File: config.mk
export PLATFORM = sky130hd
export DESIGN_NAME = dma_chan_engine
export DESIGN_NICKNAME = d
export VERILOG_FILES = /design/src/rtl/dma_chan_pkg.sv /design/src/rtl/dma_addr_step.sv /design/src/rtl/dma_interval_timer.sv /design/src/rtl/dma_chan_regs.sv /design/src/rtl/dma_chan_engine.sv
export SDC_FILE = /design/constraint.sdc
export NUM_CORES = 1
export LEC_CHECK = 0
export BUFFER_PORTS_ARGS = -buffer_cell sky130_fd_sc_hd__buf_2
export CAP_MARGIN = 20
export CORE_AREA = 5 5 244 246
export CTS_CLUSTER_SIZE = 12
export DETAILED_ROUTE_END_ITERATION = 6
export DIE_AREA = 0 0 249 251
export PLACE_DENSITY = 0.71
export SYNTH_ARGS = -nofsm -noshare
export SYNTH_HDL_FRONTEND = slang
export SYNTH_SLANG_ARGS = --single-unit
File: constraint.sdc
create_clock -name clk -period 3.7 [get_ports clk]
set_input_delay 0.185 -clock clk [delete_from_list [all_inputs] [get_ports clk]]
set_output_delay 0.185 -clock clk [all_outputs]
set_load 0.01 [all_outputs]
File: src/rtl/dma_chan_pkg.sv
package dma_chan_pkg;
   localparam int REG_W = 32;

   localparam logic [4:0] OFS_SRC   = 5'h00;
   localparam logic [4:0] OFS_DST   = 5'h04;
   localparam logic [4:0] OFS_TOTAL = 5'h08;
   localparam logic [4:0] OFS_BLK   = 5'h0C;
   localparam logic [4:0] OFS_DLY   = 5'h10;
   localparam logic [4:0] OFS_FILL  = 5'h14;
   localparam logic [4:0] OFS_CTRL  = 5'h18;

   localparam int CTL_DMODE_LO = 10;
   localparam int CTL_DRELOAD  = 12;
   localparam int CTL_SMODE_LO = 13;
   localparam int CTL_SRELOAD  = 15;
   localparam int CTL_BURST_LO = 16;
   localparam int CTL_ENABLE   = 31;
   localparam int DLY_PRE_LO   = 16;

   typedef enum logic [1:0] {
      STEP_UP   = 2'd0,
      STEP_DOWN = 2'd1,
      STEP_HOLD = 2'd2,
      STEP_FILL = 2'd3
   } step_mode_e;

   typedef enum logic [2:0] {
      ST_IDLE  = 3'd0,
      ST_READ  = 3'd1,
      ST_WRITE = 3'd2,
      ST_GAP   = 3'd3,
      ST_FIN   = 3'd4
   } chan_state_e;
endpackage

File: src/rtl/dma_addr_step.sv
module dma_addr_step
   import dma_chan_pkg::*;
#(
   parameter int ADDR_W     = 32,
   parameter int WORD_BYTES = 4
) (
   input  logic [ADDR_W-1:0] addr_i,
   input  logic [1:0]        mode_i,
   output logic [ADDR_W-1:0] next_o
);
   localparam logic [ADDR_W-1:0] STEP = ADDR_W'(WORD_BYTES);

   if (WORD_BYTES < 1) begin : g_bad_step
      $error("dma_addr_step: WORD_BYTES must be positive");
   end

   always_comb begin
      unique case (step_mode_e'(mode_i))
         STEP_UP:   next_o = addr_i + STEP;
         STEP_DOWN: next_o = addr_i - STEP;
         default:   next_o = addr_i;
      endcase
   end
endmodule

File: src/rtl/dma_interval_timer.sv
module dma_interval_timer #(
   parameter int DLY_W = 16,
   parameter int SEL_W = 2,
   parameter int PRE_W = 6
) (
   input  logic             clk,
   input  logic             rst_n,
   input  logic             load_i,
   input  logic [DLY_W-1:0] count_i,
   input  logic [SEL_W-1:0] sel_i,
   output logic             expire_o
);
   localparam int MAX_SHIFT = 2 * ((1 << SEL_W) - 1);

   if (PRE_W < MAX_SHIFT) begin : g_bad_pre
      $error("dma_interval_timer: PRE_W too narrow for the prescaler select");
   end

   logic [PRE_W-1:0] pre_q, lim_q, lim_d;
   logic [DLY_W-1:0] rem_q;
   logic             tick;

   // divide ratio is 4**sel: terminal count is that minus one
   assign lim_d    = PRE_W'((PRE_W'(1) << {sel_i, 1'b0}) - PRE_W'(1));
   assign tick     = (pre_q == lim_q);
   assign expire_o = (rem_q == DLY_W'(1)) && tick;

   always_ff @(posedge clk or negedge rst_n) begin
      if (!rst_n) begin
         pre_q <= '0;
         lim_q <= '0;
         rem_q <= '0;
      end else if (load_i) begin
         pre_q <= '0;
         lim_q <= lim_d;
         rem_q <= count_i;
      end else if (rem_q != '0) begin
         if (tick) begin
            pre_q <= '0;
            rem_q <= rem_q - DLY_W'(1);
         end else begin
            pre_q <= pre_q + PRE_W'(1);
         end
      end
   end
endmodule

File: src/rtl/dma_chan_regs.sv
module dma_chan_regs
   import dma_chan_pkg::*;
#(
   parameter int ADDR_W = 32,
   parameter int CNT_W  = 32,
   parameter int DLY_W  = 16,
   parameter int CTL_HI = 19
) (
   input  logic                          clk,
   input  logic                          rst_n,
   input  logic                          wr_i,
   input  logic [4:0]                    addr_i,
   input  logic [REG_W-1:0]              wdata_i,
   input  logic                          busy_i,
   output logic                          start_o,
   output logic [REG_W-1:0]              rdata_o,
   output logic [ADDR_W-1:0]             src_o,
   output logic [ADDR_W-1:0]             dst_o,
   output logic [CNT_W-1:0]              total_o,
   output logic [CNT_W-1:0]              blk_o,
   output logic [DLY_W-1:0]              dly_o,
   output logic [1:0]                    pre_o,
   output logic [REG_W-1:0]              fill_o,
   output logic [CTL_HI:CTL_DMODE_LO]    ctl_o
);
   logic ctl_wr;

   assign ctl_wr  = wr_i && (addr_i == OFS_CTRL) && !busy_i;
   assign start_o = ctl_wr && wdata_i[CTL_ENABLE];

   always_ff @(posedge clk or negedge rst_n) begin
      if (!rst_n) begin
         src_o   <= '0;
         dst_o   <= '0;
         total_o <= '0;
         blk_o   <= '0;
         dly_o   <= '0;
         pre_o   <= '0;
         fill_o  <= '0;
         ctl_o   <= '0;
      end else if (wr_i) begin
         unique case (addr_i)
            OFS_SRC:   src_o   <= wdata_i[ADDR_W-1:0];
            OFS_DST:   dst_o   <= wdata_i[ADDR_W-1:0];
            OFS_TOTAL: total_o <= wdata_i[CNT_W-1:0];
            OFS_BLK:   blk_o   <= wdata_i[CNT_W-1:0];
            OFS_DLY: begin
               dly_o <= wdata_i[DLY_W-1:0];
               pre_o <= wdata_i[DLY_PRE_LO +: 2];
            end
            OFS_FILL:  fill_o  <= wdata_i;
            OFS_CTRL:  if (ctl_wr) ctl_o <= wdata_i[CTL_HI:CTL_DMODE_LO];
            default: ;
         endcase
      end
   end

   always_comb begin
      rdata_o = '0;
      unique case (addr_i)
         OFS_SRC:   rdata_o = REG_W'(src_o);
         OFS_DST:   rdata_o = REG_W'(dst_o);
         OFS_TOTAL: rdata_o = REG_W'(total_o);
         OFS_BLK:   rdata_o = REG_W'(blk_o);
         OFS_DLY: begin
            rdata_o[DLY_W-1:0]        = dly_o;
            rdata_o[DLY_PRE_LO +: 2]  = pre_o;
         end
         OFS_FILL:  rdata_o = fill_o;
         OFS_CTRL: begin
            rdata_o[CTL_HI:CTL_DMODE_LO] = ctl_o;
            rdata_o[CTL_ENABLE]          = busy_i;
         end
         default: ;
      endcase
   end
endmodule

File: src/rtl/dma_chan_engine.sv
module dma_chan_engine
   import dma_chan_pkg::*;
#(
   parameter int ADDR_W  = 32,
   parameter int CNT_W   = 32,
   parameter int DLY_W   = 16,
   parameter int BURST_W = 4
) (
   input  logic              clk,
   input  logic              rst_n,
   input  logic              reg_wr,
   input  logic [4:0]        reg_addr,
   input  logic [31:0]       reg_wdata,
   output logic [31:0]       reg_rdata,
   output logic              rd_valid,
   output logic [ADDR_W-1:0] rd_addr,
   input  logic              rd_ready,
   input  logic [31:0]       rd_data,
   output logic              wr_valid,
   output logic [ADDR_W-1:0] wr_addr,
   output logic [31:0]       wr_data,
   output logic              wr_last,
   input  logic              wr_ready,
   output logic              done
);
   localparam int CTL_HI = CTL_BURST_LO + BURST_W - 1;

   if (ADDR_W < 3 || ADDR_W > REG_W) begin : g_bad_addr
      $error("dma_chan_engine: ADDR_W out of range");
   end
   if (CNT_W < 2 || CNT_W > REG_W) begin : g_bad_cnt
      $error("dma_chan_engine: CNT_W out of range");
   end
   if (DLY_W < 1 || DLY_W > DLY_PRE_LO) begin : g_bad_dly
      $error("dma_chan_engine: DLY_W out of range");
   end
   if (BURST_W < 1 || CTL_HI >= CTL_ENABLE || (1 << BURST_W) > CNT_W) begin : g_bad_burst
      $error("dma_chan_engine: BURST_W out of range");
   end

   // configuration
   logic                       start;
   logic [ADDR_W-1:0]          src_cfg, dst_cfg;
   logic [CNT_W-1:0]           total_cfg, blk_cfg;
   logic [DLY_W-1:0]           dly_cfg;
   logic [1:0]                 pre_cfg;
   logic [31:0]                fill_cfg;
   logic [CTL_HI:CTL_DMODE_LO] ctl_cfg;

   // run state
   chan_state_e       state_q;
   logic [ADDR_W-1:0] cur_src_q, cur_dst_q, src_next, dst_next;
   logic [31:0]       data_q;
   logic [CNT_W-1:0]  moved_q, blk_cnt_q, burst_cnt_q;
   logic [CNT_W-1:0]  moved_nx, burst_len;
   logic              busy, fill_mode, gap_active, gap_expire, timer_load;
   logic              last_word, blk_end, burst_end, start_fill;
   logic              rd_hs, wr_hs;
   logic [1:0]        dmode, smode;
   chan_state_e       run_state;

   dma_chan_regs #(
      .ADDR_W (ADDR_W),
      .CNT_W  (CNT_W),
      .DLY_W  (DLY_W),
      .CTL_HI (CTL_HI)
   ) u_regs (
      .clk     (clk),
      .rst_n   (rst_n),
      .wr_i    (reg_wr),
      .addr_i  (reg_addr),
      .wdata_i (reg_wdata),
      .busy_i  (busy),
      .start_o (start),
      .rdata_o (reg_rdata),
      .src_o   (src_cfg),
      .dst_o   (dst_cfg),
      .total_o (total_cfg),
      .blk_o   (blk_cfg),
      .dly_o   (dly_cfg),
      .pre_o   (pre_cfg),
      .fill_o  (fill_cfg),
      .ctl_o   (ctl_cfg)
   );

   assign dmode      = ctl_cfg[CTL_DMODE_LO +: 2];
   assign smode      = ctl_cfg[CTL_SMODE_LO +: 2];
   assign fill_mode  = (smode == 2'(STEP_FILL));
   assign start_fill = (reg_wdata[CTL_SMODE_LO +: 2] == 2'(STEP_FILL));
   assign burst_len  = CNT_W'(1) << ctl_cfg[CTL_BURST_LO +: BURST_W];
   assign run_state  = fill_mode ? ST_WRITE : ST_READ;

   dma_addr_step #(.ADDR_W(ADDR_W)) u_src_step (
      .addr_i (cur_src_q),
      .mode_i (smode),
      .next_o (src_next)
   );

   dma_addr_step #(.ADDR_W(ADDR_W)) u_dst_step (
      .addr_i (cur_dst_q),
      .mode_i (dmode),
      .next_o (dst_next)
   );

   assign busy       = (state_q == ST_READ) || (state_q == ST_WRITE) || (state_q == ST_GAP);
   assign gap_active = (state_q == ST_GAP);
   assign rd_hs      = (state_q == ST_READ) && rd_ready;
   assign wr_hs      = (state_q == ST_WRITE) && wr_ready;
   assign moved_nx   = moved_q + CNT_W'(1);
   assign last_word  = (moved_nx == total_cfg);
   assign blk_end    = (blk_cfg != '0) && ((blk_cnt_q + CNT_W'(1)) == blk_cfg);
   assign burst_end  = ((burst_cnt_q + CNT_W'(1)) == burst_len);
   assign timer_load = wr_hs && !last_word && blk_end;

   dma_interval_timer #(.DLY_W(DLY_W)) u_gap (
      .clk      (clk),
      .rst_n    (rst_n),
      .load_i   (timer_load),
      .count_i  (dly_cfg),
      .sel_i    (pre_cfg),
      .expire_o (gap_expire)
   );

   always_ff @(posedge clk or negedge rst_n) begin
      if (!rst_n) begin
         state_q     <= ST_IDLE;
         cur_src_q   <= '0;
         cur_dst_q   <= '0;
         data_q      <= '0;
         moved_q     <= '0;
         blk_cnt_q   <= '0;
         burst_cnt_q <= '0;
      end else begin
         unique case (state_q)
            ST_IDLE: begin
               if (start) begin
                  cur_src_q   <= src_cfg;
                  cur_dst_q   <= dst_cfg;
                  moved_q     <= '0;
                  blk_cnt_q   <= '0;
                  burst_cnt_q <= '0;
                  if (total_cfg == '0)
                     state_q <= ST_FIN;
                  else
                     state_q <= start_fill ? ST_WRITE : ST_READ;
               end
            end
            ST_READ: begin
               if (rd_hs) begin
                  data_q    <= rd_data;
                  cur_src_q <= src_next;
                  state_q   <= ST_WRITE;
               end
            end
            ST_WRITE: begin
               if (wr_hs) begin
                  moved_q   <= moved_nx;
                  cur_dst_q <= dst_next;
                  if (last_word) begin
                     state_q <= ST_FIN;
                  end else if (blk_end) begin
                     blk_cnt_q   <= '0;
                     burst_cnt_q <= '0;
                     if (ctl_cfg[CTL_SRELOAD]) cur_src_q <= src_cfg;
                     if (ctl_cfg[CTL_DRELOAD]) cur_dst_q <= dst_cfg;
                     state_q <= (dly_cfg != '0) ? ST_GAP : run_state;
                  end else begin
                     blk_cnt_q   <= blk_cnt_q + CNT_W'(1);
                     burst_cnt_q <= burst_end ? '0 : burst_cnt_q + CNT_W'(1);
                     state_q     <= run_state;
                  end
               end
            end
            ST_GAP: begin
               if (gap_expire) state_q <= run_state;
            end
            ST_FIN:  state_q <= ST_IDLE;
            default: state_q <= ST_IDLE;
         endcase
      end
   end

   assign rd_valid = (state_q == ST_READ);
   assign rd_addr  = cur_src_q;
   assign wr_valid = (state_q == ST_WRITE);
   assign wr_addr  = cur_dst_q;
   assign wr_data  = fill_mode ? fill_cfg : data_q;
   assign wr_last  = (state_q == ST_WRITE) && (last_word || blk_end || burst_end);
   assign done     = (state_q == ST_FIN);
endmodule

After elaboration in Yosys (flattened, before gate mapping)
Cells that the tools add are included.
Widths: inputs -> output; s select.
{ "totals": {"output_inout_bits": 132, "wordCells": 148, "ff_bits": 411, "input_bits": 74} }
{ "classes": {"n_mux": 50, "add_sub_neg": 10, "n_shift": 2, "n_eq_ne": 27, "n_reduce_logical": 41} }
{ "op_table": {"columns": ["cell", "count"], "rows": [
  ["$mux 32", 21],
  ["$pmux 32 s2", 6],
  ["$add 32x1->32 const B", 3],
  ["$eq 32x32->1", 3],
  ["$pmux 32 s3", 1],
  ["$add 32x3->32 const B", 2],
  ["$sub 32x3->32 const B", 2],
  ["$pmux 10 s6", 1],
  ["$pmux 8 s7", 1],
  ["$pmux 11 s5", 1],
  ["$mux 16", 3],
  ["$logic_not 32->1", 1],
  ["$reduce_bool 16->1", 2],
  ["$reduce_bool 32->1", 1],
  ["$shl 1x4->32 const A", 1],
  ["$mux 3", 6],
  ["$mux 6", 3],
  ["$eq 16x1->1 const B", 1],
  ["$reduce_and 2->1", 8],
  ["$sub 16x1->16 const B", 1],
  ["$eq 5x5->1 const B", 3],
  ["$pmux 2 s6", 1],
  ["$pmux 3 s4", 1],
  ["$eq 5x4->1 const B", 2],
  ["other kinds (26)", 55]
]} }

Depth between registers and ports, before layout
Gate-level depths: netlist of the first run.
{ "depth": {"word_depth": 8, "mapped_depth": 16, "ltp_nobuf": 14} }

Cells and area by module
A second synthesis of the first run with hierarchy kept.
{ "hier_totals": {"hier_cells": 2963, "hier_area_um2": 27507.6} }
{ "by_module_without_submodules": {"columns": ["mod", "instances", "seq_area_each_um2", "area_each_um2", "cells_per_inst"], "rows": [
  ["dma_chan_engine", 1, 4879.7, 13648.1, 1599],
  ["dma_chan_regs", 1, 4704.5, 8632.0, 601],
  ["dma_addr_step (u_src_step)", 1, 0.0, 1848.0, 288],
  ["dma_addr_step (u_dst_step)", 1, 0.0, 1709.1, 290],
  ["dma_interval_timer", 1, 650.6, 1670.4, 185]
]} }

Worst setup path after synthesis of the first run
No wires, ideal clock.
{ "synth_path": {"path_type": "reg-to-reg", "start": "register u_regs.ctl_o[14] (netlist name)", "end": "register cur_src_q[31], in the netlist rd_addr[31]", "path_buffers": 1, "setup_slack_ps": -233, "arrival_time_ps": 3801, "setup_time_ps": 131, "path_stages_with_launch": 15, "synth_period_minus_slack_ps": 3933, "required_time_ps": 3569, "cell_sequence": "dfrtp_1 -> nand2b_1 -> clkbuf_1 -> inv_1 -> ha_1 -> a211oi_1 -> o21a_1 -> nor4_1 -> o211a_1 -> o221ai_1 -> o211ai_1 -> o41ai_1 -> mux2i_1 -> a2111oi_0 -> or3b_1"} }
{ "synth_via": {"elab_chain_cells": 4, "word_cells_on_any_way": 7, "classes_between": "eq/ne (2); mux (3); reduce/logical (2)"} }
{ "synth_rtl": {"columns": ["element", "line", "rtl"], "rows": [
  ["from (decl)", "dma_chan_regs.sv:24", "output logic [CTL_HI:CTL_DMODE_LO] ctl_o"],
  ["from (signal assigned)", "dma_chan_regs.sv:52", "OFS_CTRL: if (ctl_wr) ctl_o <= wdata_i[CTL_HI:CTL_DMODE_LO];"],
  ["$eq 2x1->1 / $logic_not 2->1 (equally long branches)", "dma_addr_step.sv:18", "unique case (step_mode_e'(mode_i))"],
  ["$pmux 32 s2", "dma_addr_step.sv:18", null],
  ["$mux 32", "dma_chan_engine.sv:149", "if (rd_hs) begin"],
  ["$pmux 32 s3", "dma_chan_engine.sv:134", "unique case (state_q)"],
  ["to (signal assigned)", "dma_chan_engine.sv:137", "cur_src_q <= src_cfg;"],
  ["to (signal assigned)", "dma_chan_engine.sv:151", "cur_src_q <= src_next;"],
  ["to (signal assigned)", "dma_chan_engine.sv:164", "if (ctl_cfg[CTL_SRELOAD]) cur_src_q <= src_cfg;"],
  ["to (decl)", "dma_chan_engine.sv:52", "logic [ADDR_W-1:0] cur_src_q, cur_dst_q, src_next, dst_next;"]
]} }
Several ways; a longest one is shown, not always the timed one. The select of a mux whose other input is x is not followed.
A chain may end at the register's enable or synchronous reset.

Worst setup path in the final report of the first run
{ "layout_path": {"start": "register blk_cnt_q[12]", "end": "output port wr_last"} }
{ "layout_via": {"elab_chain_cells": 6} }
{ "layout_rtl": {"columns": ["element", "line", "rtl"], "rows": [
  ["from (decl)", "dma_chan_engine.sv:54", "logic [CNT_W-1:0] moved_q, blk_cnt_q, burst_cnt_q;"],
  ["from (signal assigned)", "dma_chan_engine.sv:168", "blk_cnt_q <= blk_cnt_q + CNT_W'(1);"],
  ["$add 32x1->32", "dma_chan_engine.sv:111", "assign blk_end = (blk_cfg != '0) && ((blk_cnt_q + CNT_W'(1)) == blk_cfg);"],
  ["$eq 32x32->1", "dma_chan_engine.sv:111", null],
  ["$logic_and 1x1->1", "dma_chan_engine.sv:111", null],
  ["$logic_or 1x1->1 (2 in a row)", "dma_chan_engine.sv:188", "assign wr_last = (state_q == ST_WRITE) && (last_word || blk_end || burst_end);"],
  ["$logic_and 1x1->1", "dma_chan_engine.sv:188", null],
  ["to (decl)", "dma_chan_engine.sv:22", "output logic wr_last,"]
]} }
Every way passes these cells.

==> results of run 1 <==
-- layout make-up --
class,count,area [sq um]
Fill cell,4923,25400
Clock inverter,24,350.3
Tap cell,765,957.2
Antenna cell,3,7.507
Sequential cell,409,10250
Clock buffer,65,1378
Timing Repair inverter,1,7.507
Inverter,51,198.9
Multi-Input combinational cell,2013,14720
Timing Repair Buffer,513,3870
-- logic make-up after synthesis --
logic type,share of synthesized area (%)
AO/OA/AOI/OAI,16.54
multiplexers,13.37
XOR/XNOR,6.153
flip-flops,40.23
AND/OR/NAND/NOR,17.12
buffers and inverters,3.330
adder cells (fa/ha/maj),3.256
-- repair_timing --
action / 4_1_cts / 5_1_grt
gates cloned: 1 / 6
setup buffers: 23 / 25
setup endpoints to repair: 7 / 74
hold buffers: 57 / 0
resized for setup: 63 / 46
pin swaps: 22 / 18
endpoints found under the hold margin: 497 / 0
-- layer usage --
layer  global-route usage, %  share of wire (%)  vias to the layer above
li1                        -                  -                    10610
met1                   38.72                 40                    11990
met2                   46.35                 46                     1276
met3                   5.121                8.5                      307
met4                   12.11                5.3                        4
met5                       0              0.026                        -
-- power by group --
part	switching [uW]	internal, uW
clock network	2100	3130
registers	628	4850
logic	726	722
-- flip-flops by register name, indices dropped and copies added (netlist names), 3 cells and up --
register / flops
u_regs.fill_o: 32
rd_addr: 32
wr_addr: 32
u_regs.blk_o: 32
data_q: 32
u_regs.dst_o: 32
u_gap.rem_q: 16
u_regs.total_o: 32
burst_cnt_q: 32
u_regs.ctl_o: 10
state_q: 3
u_regs.dly_o: 16
u_regs.src_o: 32
u_gap.lim_q: 4
blk_cnt_q: 32
moved_q: 32
u_gap.pre_q: 6
-- metrics by stage --
stage          setup WS, ns  hold WS (ns)  util [%]
6_report          -0.001226       0.02056     55.55
5_1_grt             -0.1324       0.01147     55.55
4_1_cts            0.002938     0.0008639     54.61
3_5_place_dp       -0.04688       0.06054     49.89
3_3_place_gp        0.03036       0.05839     49.86
2_1_floorplan      -0.02652       -0.1106         -
-- worst max-delay path: cells and delay by family, from the launching register on --
kind / cells / cell delay, ns
AOI/OAI and AO/OA: 1 / 0.15
buffers and inverters: 4 / 0.58
DFF: 1 / 0.42
and+or+nand+nor: 8 / 1.75
-- cell usage after synthesis (47+ instances only) --
library cell,instances
xnor2_1,114
nand4_1,47
nor2_1,142
a21oi_1,123
mux2_2,256
clkbuf_1,109
nand3_1,108
ha_1,63
nor3_1,67
xor2_1,62
a22oi_1,69
nand2_1,175
inv_1,50
dfrtp_1,409
o21ai_0,180
nor4_1,48
-- worst max-delay path by stage --
stage                 endpoint  slack (ns)  cells past startpoint
6_report               wr_last      -0.001                     13
5_1_grt                wr_last       -0.13                     14
4_1_cts        burst_cnt_q[12]       0.003                     14
3_5_place_dp       wr_addr[30]       -0.05                     14
3_3_place_gp       wr_addr[30]        0.03                     11
2_1_floorplan      wr_addr[29]       -0.03                     14
==> metrics.yaml, run 1 <==
crit_top_cell: "buf_6"
coreArea_sq_um: 57140
crit_chain: "and4_1, nand4_1, buf_4, nor3_2, nor4b_2, o211ai_1, nor4_4, and4b_2, buf_12, buf_6, nor3_4, nor2_4, buf_6"
layout.nets: 3177
io_buffers: 205
syn_avg_cell_area_sq_um: 9.658
r2r_start: "moved_q[13]"
cap_violations: 0
initial_core_util_pct: 44.52
critPathMaxFanout: 8
ys_types: 87
dr.first_iter.drc_count: 2344
synth_fp_nets: 2773
die-height_um: 251
synthCells: 2634
tns_ns: -0.001226
drtPass1Iterations: 7
fin_ws_ns: -0.001226
slew_viol_final: 0
fin_skew_ns: 0.03926
antenna_left: 0
clkTransAtPathRegs_ns: 0.06
clock_latency_ns: 0.62
slew_headroom_pct: 38.88
hold_viol_final: 0
numClockSinks: 409
hold_start: "reg_wdata[31]"
p_leak_uw: 0.01465
cp.required_ns: 3.51
ys_warn_count: 0
r2r-end: "rd_addr[31]"
yosysTopAreaCell: "dfrtp_1"
crit_path_start_kind: "flop"
reg2regPathDepth: 15
die_w_um: 249
cts-root-buf: "clkbuf_16"
rows: 88
wl_per_cell_um: 24.72
status: "finished with violations"
numCtsBuffers: 49
async_flop_share_pct: 100.0
routed_wl_um: 95030
stdcell_area_sq_um: 31740
dr_total_vias: 24180
area_growth_pct: 24.79
ys.flop_type: "dfrtp_1"
setup_violations: 1
hold-path-endpoint: "u_regs.dst_o[31]"
ir_drop_uv: 291.9
grt_overflow: 0
dieArea_sq_um: 62500
rsz0062_at_grt: "true"
layout_common_cells: "dfrtp_1 (395), mux2_2 (256), buf_4 (216)"
netlist_area_sq_um: 25440
dp_hpwl_um: 67840
hp-class: "input pin to flop"
cts_buffer_depth: 3
grt_pass1_wl_um: 143300
r2r_slack_ns: 0.01
worst_pin_slew_ns: 0.9168
drive_gt1_share_pct: 29.39
crit_path_max_incr_delay_ns: 0.42
hold_depth: 3
ios: 206
htreeDepth: 2
critical_path.slowest_cell: "dfrtp_1"
grt_max_degree: 136
setup.worst_path.start: "blk_cnt_q[12]"
violations: "DRC, setup timing"
seq_area_frac_synth_pct: 40.23
path_class: "flop to output pin"
fmaxAchievable_ghz: 0.2702
ys_ff_latch: 409
synth_edf_count: 0
cts_tree: "done"
p_per_area_nw_per_um2: 382.8
antenna_found_initial: 5
post_dp_cell_area_sq_um: 28510
avgViaCountPerCell: 6.290
post-route-period-util_pct: 100.0
power.total_uw: 12150
final_common_cell: "dfrtp_1"
final_cells: 3844
fin_crit_ns: 3.701
gp_congestion: 0.9568
crit_path_end_kind: "output pin"
grt_pass1_vias: 23280
synth.top_cells.by_area: "dfrtp_1 (40%), mux2_2 (11%), xnor2_1 (3.9%)"
track_usage_pct: 28.82
critPathArrivalTime_ns: 3.52
drc: 4
synth_top_cell_area_share_pct: 40.23
dp.cells: 3641
No activity file was read; power rests on OpenSTA's default activity.
==> run 2: changes to the inputs <==
--- a/config.mk
+++ b/config.mk
@@ -7,10 +7,10 @@
 export LEC_CHECK = 0
 export BUFFER_PORTS_ARGS = -buffer_cell sky130_fd_sc_hd__buf_2
 export CAP_MARGIN = 20
-export CORE_AREA = 5 5 244 246
+export CORE_AREA = 5 5 201 300
 export CTS_CLUSTER_SIZE = 12
 export DETAILED_ROUTE_END_ITERATION = 6
-export DIE_AREA = 0 0 249 251
+export DIE_AREA = 0 0 206 305
 export PLACE_DENSITY = 0.71
 export SYNTH_ARGS = -nofsm -noshare
 export SYNTH_HDL_FRONTEND = slang
==> run 2 against run 1 <==
Compared with the run above:
- the flow now finishes without violations
- routed wire length shrank 1.8%
- combinational power shrank 8%
- non-clock buffer count shrank 43
- first-iteration DRC count grew 0.94%
- via count shrank 2.9%
- global-route usage grew 0.46 points
- clock skew shrank 0.021 ns
- critical endpoint unchanged
- largest cell class unchanged
- largest power group unchanged
==> metrics.yaml, run 2 (same netlist as run 1, synthesis figures left out) <==
p_per_area_nw_per_um2: 368.6  # -3.7%
rows: 108  # +23%
ios: 206  # unchanged
crit_chain: "buf_12, and2_1, a311oi_1, o2111ai_1, a32oi_2, o211ai_1, or4_4, nor2_4, buf_4, buf_4, nor3_1, nor2_1, buf_2"
grt_overflow: 0  # unchanged
dr_total_vias: 23480  # -2.9%
die-height_um: 305  # +22%
critPathCapture: "wr_last"
grt_pass1_wl_um: 144000  # +0.50%
drtPass1Iterations: 6  # -1
slew_headroom_pct: 28.82  # -10 points
wl_per_cell_um: 24.60  # -0.48%
fin_skew_ns: 0.01808  # -0.02118 ns
dr.first_iter.drc_count: 2366  # +0.94%
grt_pass1_vias: 23930  # +2.8%
gp_congestion: 0.9935  # +3.8%
tns_ns: 0  # +0.001226 ns
post-route-period-util_pct: 99.52  # -0.51 points
status: "complete, no violations"
clkTransAtPathRegs_ns: 0.07  # about the same
cts_tree: "done"
dp_hpwl_um: 69640  # +2.7%
area_growth_pct: 21.79
r2r_slack_ns: 0.11  # +0.10 ns
coreArea_sq_um: 57430  # +0.50%
io_buffers: 205  # unchanged
worst_pin_slew_ns: 1.064  # +0.1471 ns
hp-class: "input pin to flop"
grt_max_degree: 109  # -20%
r2r-end: "wr_addr[2]"
crit_path_end_kind: "output pin"
cp.depth: 13  # unchanged
avgViaCountPerCell: 6.191  # -1.6%
p_leak_uw: 0.01423  # -2.9%
crit_top_cell: "buf_4"
cts_buffer_depth: 3  # unchanged
numCtsBuffers: 45  # -8.2%
crit_path_max_incr_delay_ns: 0.47  # +0.05 ns
numClockSinks: 409  # unchanged
reg2regPathDepth: 14  # -1
final_common_cell: "dfrtp_1"
antenna_found_initial: 4  # -1
ir_drop_uv: 371.4  # +27%
critical_path.slowest_cell: "or4_4"
cts-root-buf: "clkbuf_16"
routed_wl_um: 93290  # -1.8%
dieArea_sq_um: 62830  # +0.53%
track_usage_pct: 29.29  # +0.46 points
rsz0062_at_grt: "true"
initial_core_util_pct: 44.29  # -0.22 points
stdcell_area_sq_um: 30980  # -2.4%
drive_gt1_share_pct: 28.11  # -1.3 points
cap_violations: 0  # unchanged
post_dp_cell_area_sq_um: 28430  # -0.29%
layout.nets: 3129  # -1.5%
cp.required_ns: 3.51  # about the same
clock_latency_ns: 0.59  # -0.03 ns
r2r_start: "moved_q[12]"
fin_crit_ns: 3.682  # -0.01901 ns
setup.worst_path.start: "moved_q[12]"
critPathArrivalTime_ns: 3.50  # -0.02 ns
fmaxAchievable_ghz: 0.2716  # +0.52%
drc: 0  # -4
cp.buffers_inverters: 4  # unchanged
die_w_um: 206  # -17%
critPathMaxFanout: 5  # -3
htreeDepth: 2  # unchanged
crit_path_start_kind: "flop"
hold_viol_final: 0  # unchanged
path_class: "flop to output pin"
postLayoutCoreUtil_pct: 53.95  # -1.6 points
slew_viol_final: 0  # unchanged
layout_common_cells: "dfrtp_1 (389), mux2_2 (256), buf_2 (204)"
antenna_left: 0  # unchanged
crit_family: "simple AND/OR/NAND/NOR gates"
setup_violations: 0  # -1
[run 2: cell count changes in the layout (fill, tap and decap cells not counted), moves of 4 or more]
cell | before | now
bufinv_16 | 7 | 2
clkbuf_16 | 54 | 46
dfrtp_1 | 395 | 389
a21oi_2 | 1 | 5
dlygate4sd3_1 | 57 | 61
dfrtp_2 | 14 | 20
and4_2 | 0 | 4
clkinvlp_4 | 9 | 4
buf_6 | 11 | 2
buf_4 | 216 | 183
[run 2: area by class of cell]
cell class	count	area, sq um
Fill cell	5036	26450
Multi-Input combinational cell	2013	14670
Sequential cell	409	10260
Timing Repair Buffer	470	3423
Clock buffer	63	1305
Tap cell	770	963.4
Inverter	51	198.9
Clock inverter	14	157.7
Antenna cell	2	5.005
[run 2: report_power, final]
part	total, uW	leakage, uW	switching (uW)	internal [uW]
Sequential	5540	0.00531	685	4850
Combinational	1330	0.00820	645	685
Clock	4550	0.000717	1950	2600
Total	11400	0.0142	3280	8140
[run 2: worst min-delay path by stage]
stage	startpoint	endpoint	slack, ns	cells after the start
6_report	reg_wdata[11]	u_regs.total_o[11]	0.03	2
3_5_place_dp	rst_n	moved_q[8]	0.27	1
5_1_grt	reg_wdata[10]	u_regs.total_o[10]	0.02	2
3_3_place_gp	rst_n	moved_q[8]	0.27	1
4_1_cts	reg_wdata[10]	u_regs.total_o[10]	0.002	2
2_1_floorplan	rst_n	blk_cnt_q[0]	-0.11	0
[run 2: metal layers]
layer / global-route usage, % / vias up / share of wire, %
met3: 4.637 / 337 / 6.3
met1: 34.22 / 11620 / 36
met4: 19.62 / 2 / 8.5
met2: 49.14 / 1011 / 49
li1: - / 10510 / -
met5: 0 / - / 0.014
[run 2: through the flow]
| step | setup WS [ns] | power (uW) | hold WS [ns] | instances |
|---|---|---|---|---|
| after global placement | 0.06850 | 6775 | 0.2672 | 3633 |
| after CTS | 0.002883 | 11430 | 0.002029 | 3784 |
| after floorplan | -0.02652 | 6013 | -0.1106 | 2634 |
| final | 0.01778 | 11420 | 0.03227 | 3792 |
| after detailed placement | -0.02644 | 6825 | 0.2716 | 3634 |
| after global routing | -0.1509 | 11780 | 0.01874 | 3790 |
[run 2: what timing repair did]
action                                  in CTS  in global routing
hold buffers                                61                  0
pin swaps                                   11                 14
endpoints found under the setup margin       4                 87
endpoints found under the hold margin      270                  0
setup buffers                               12                  6
gates resized for setup                     37                 49
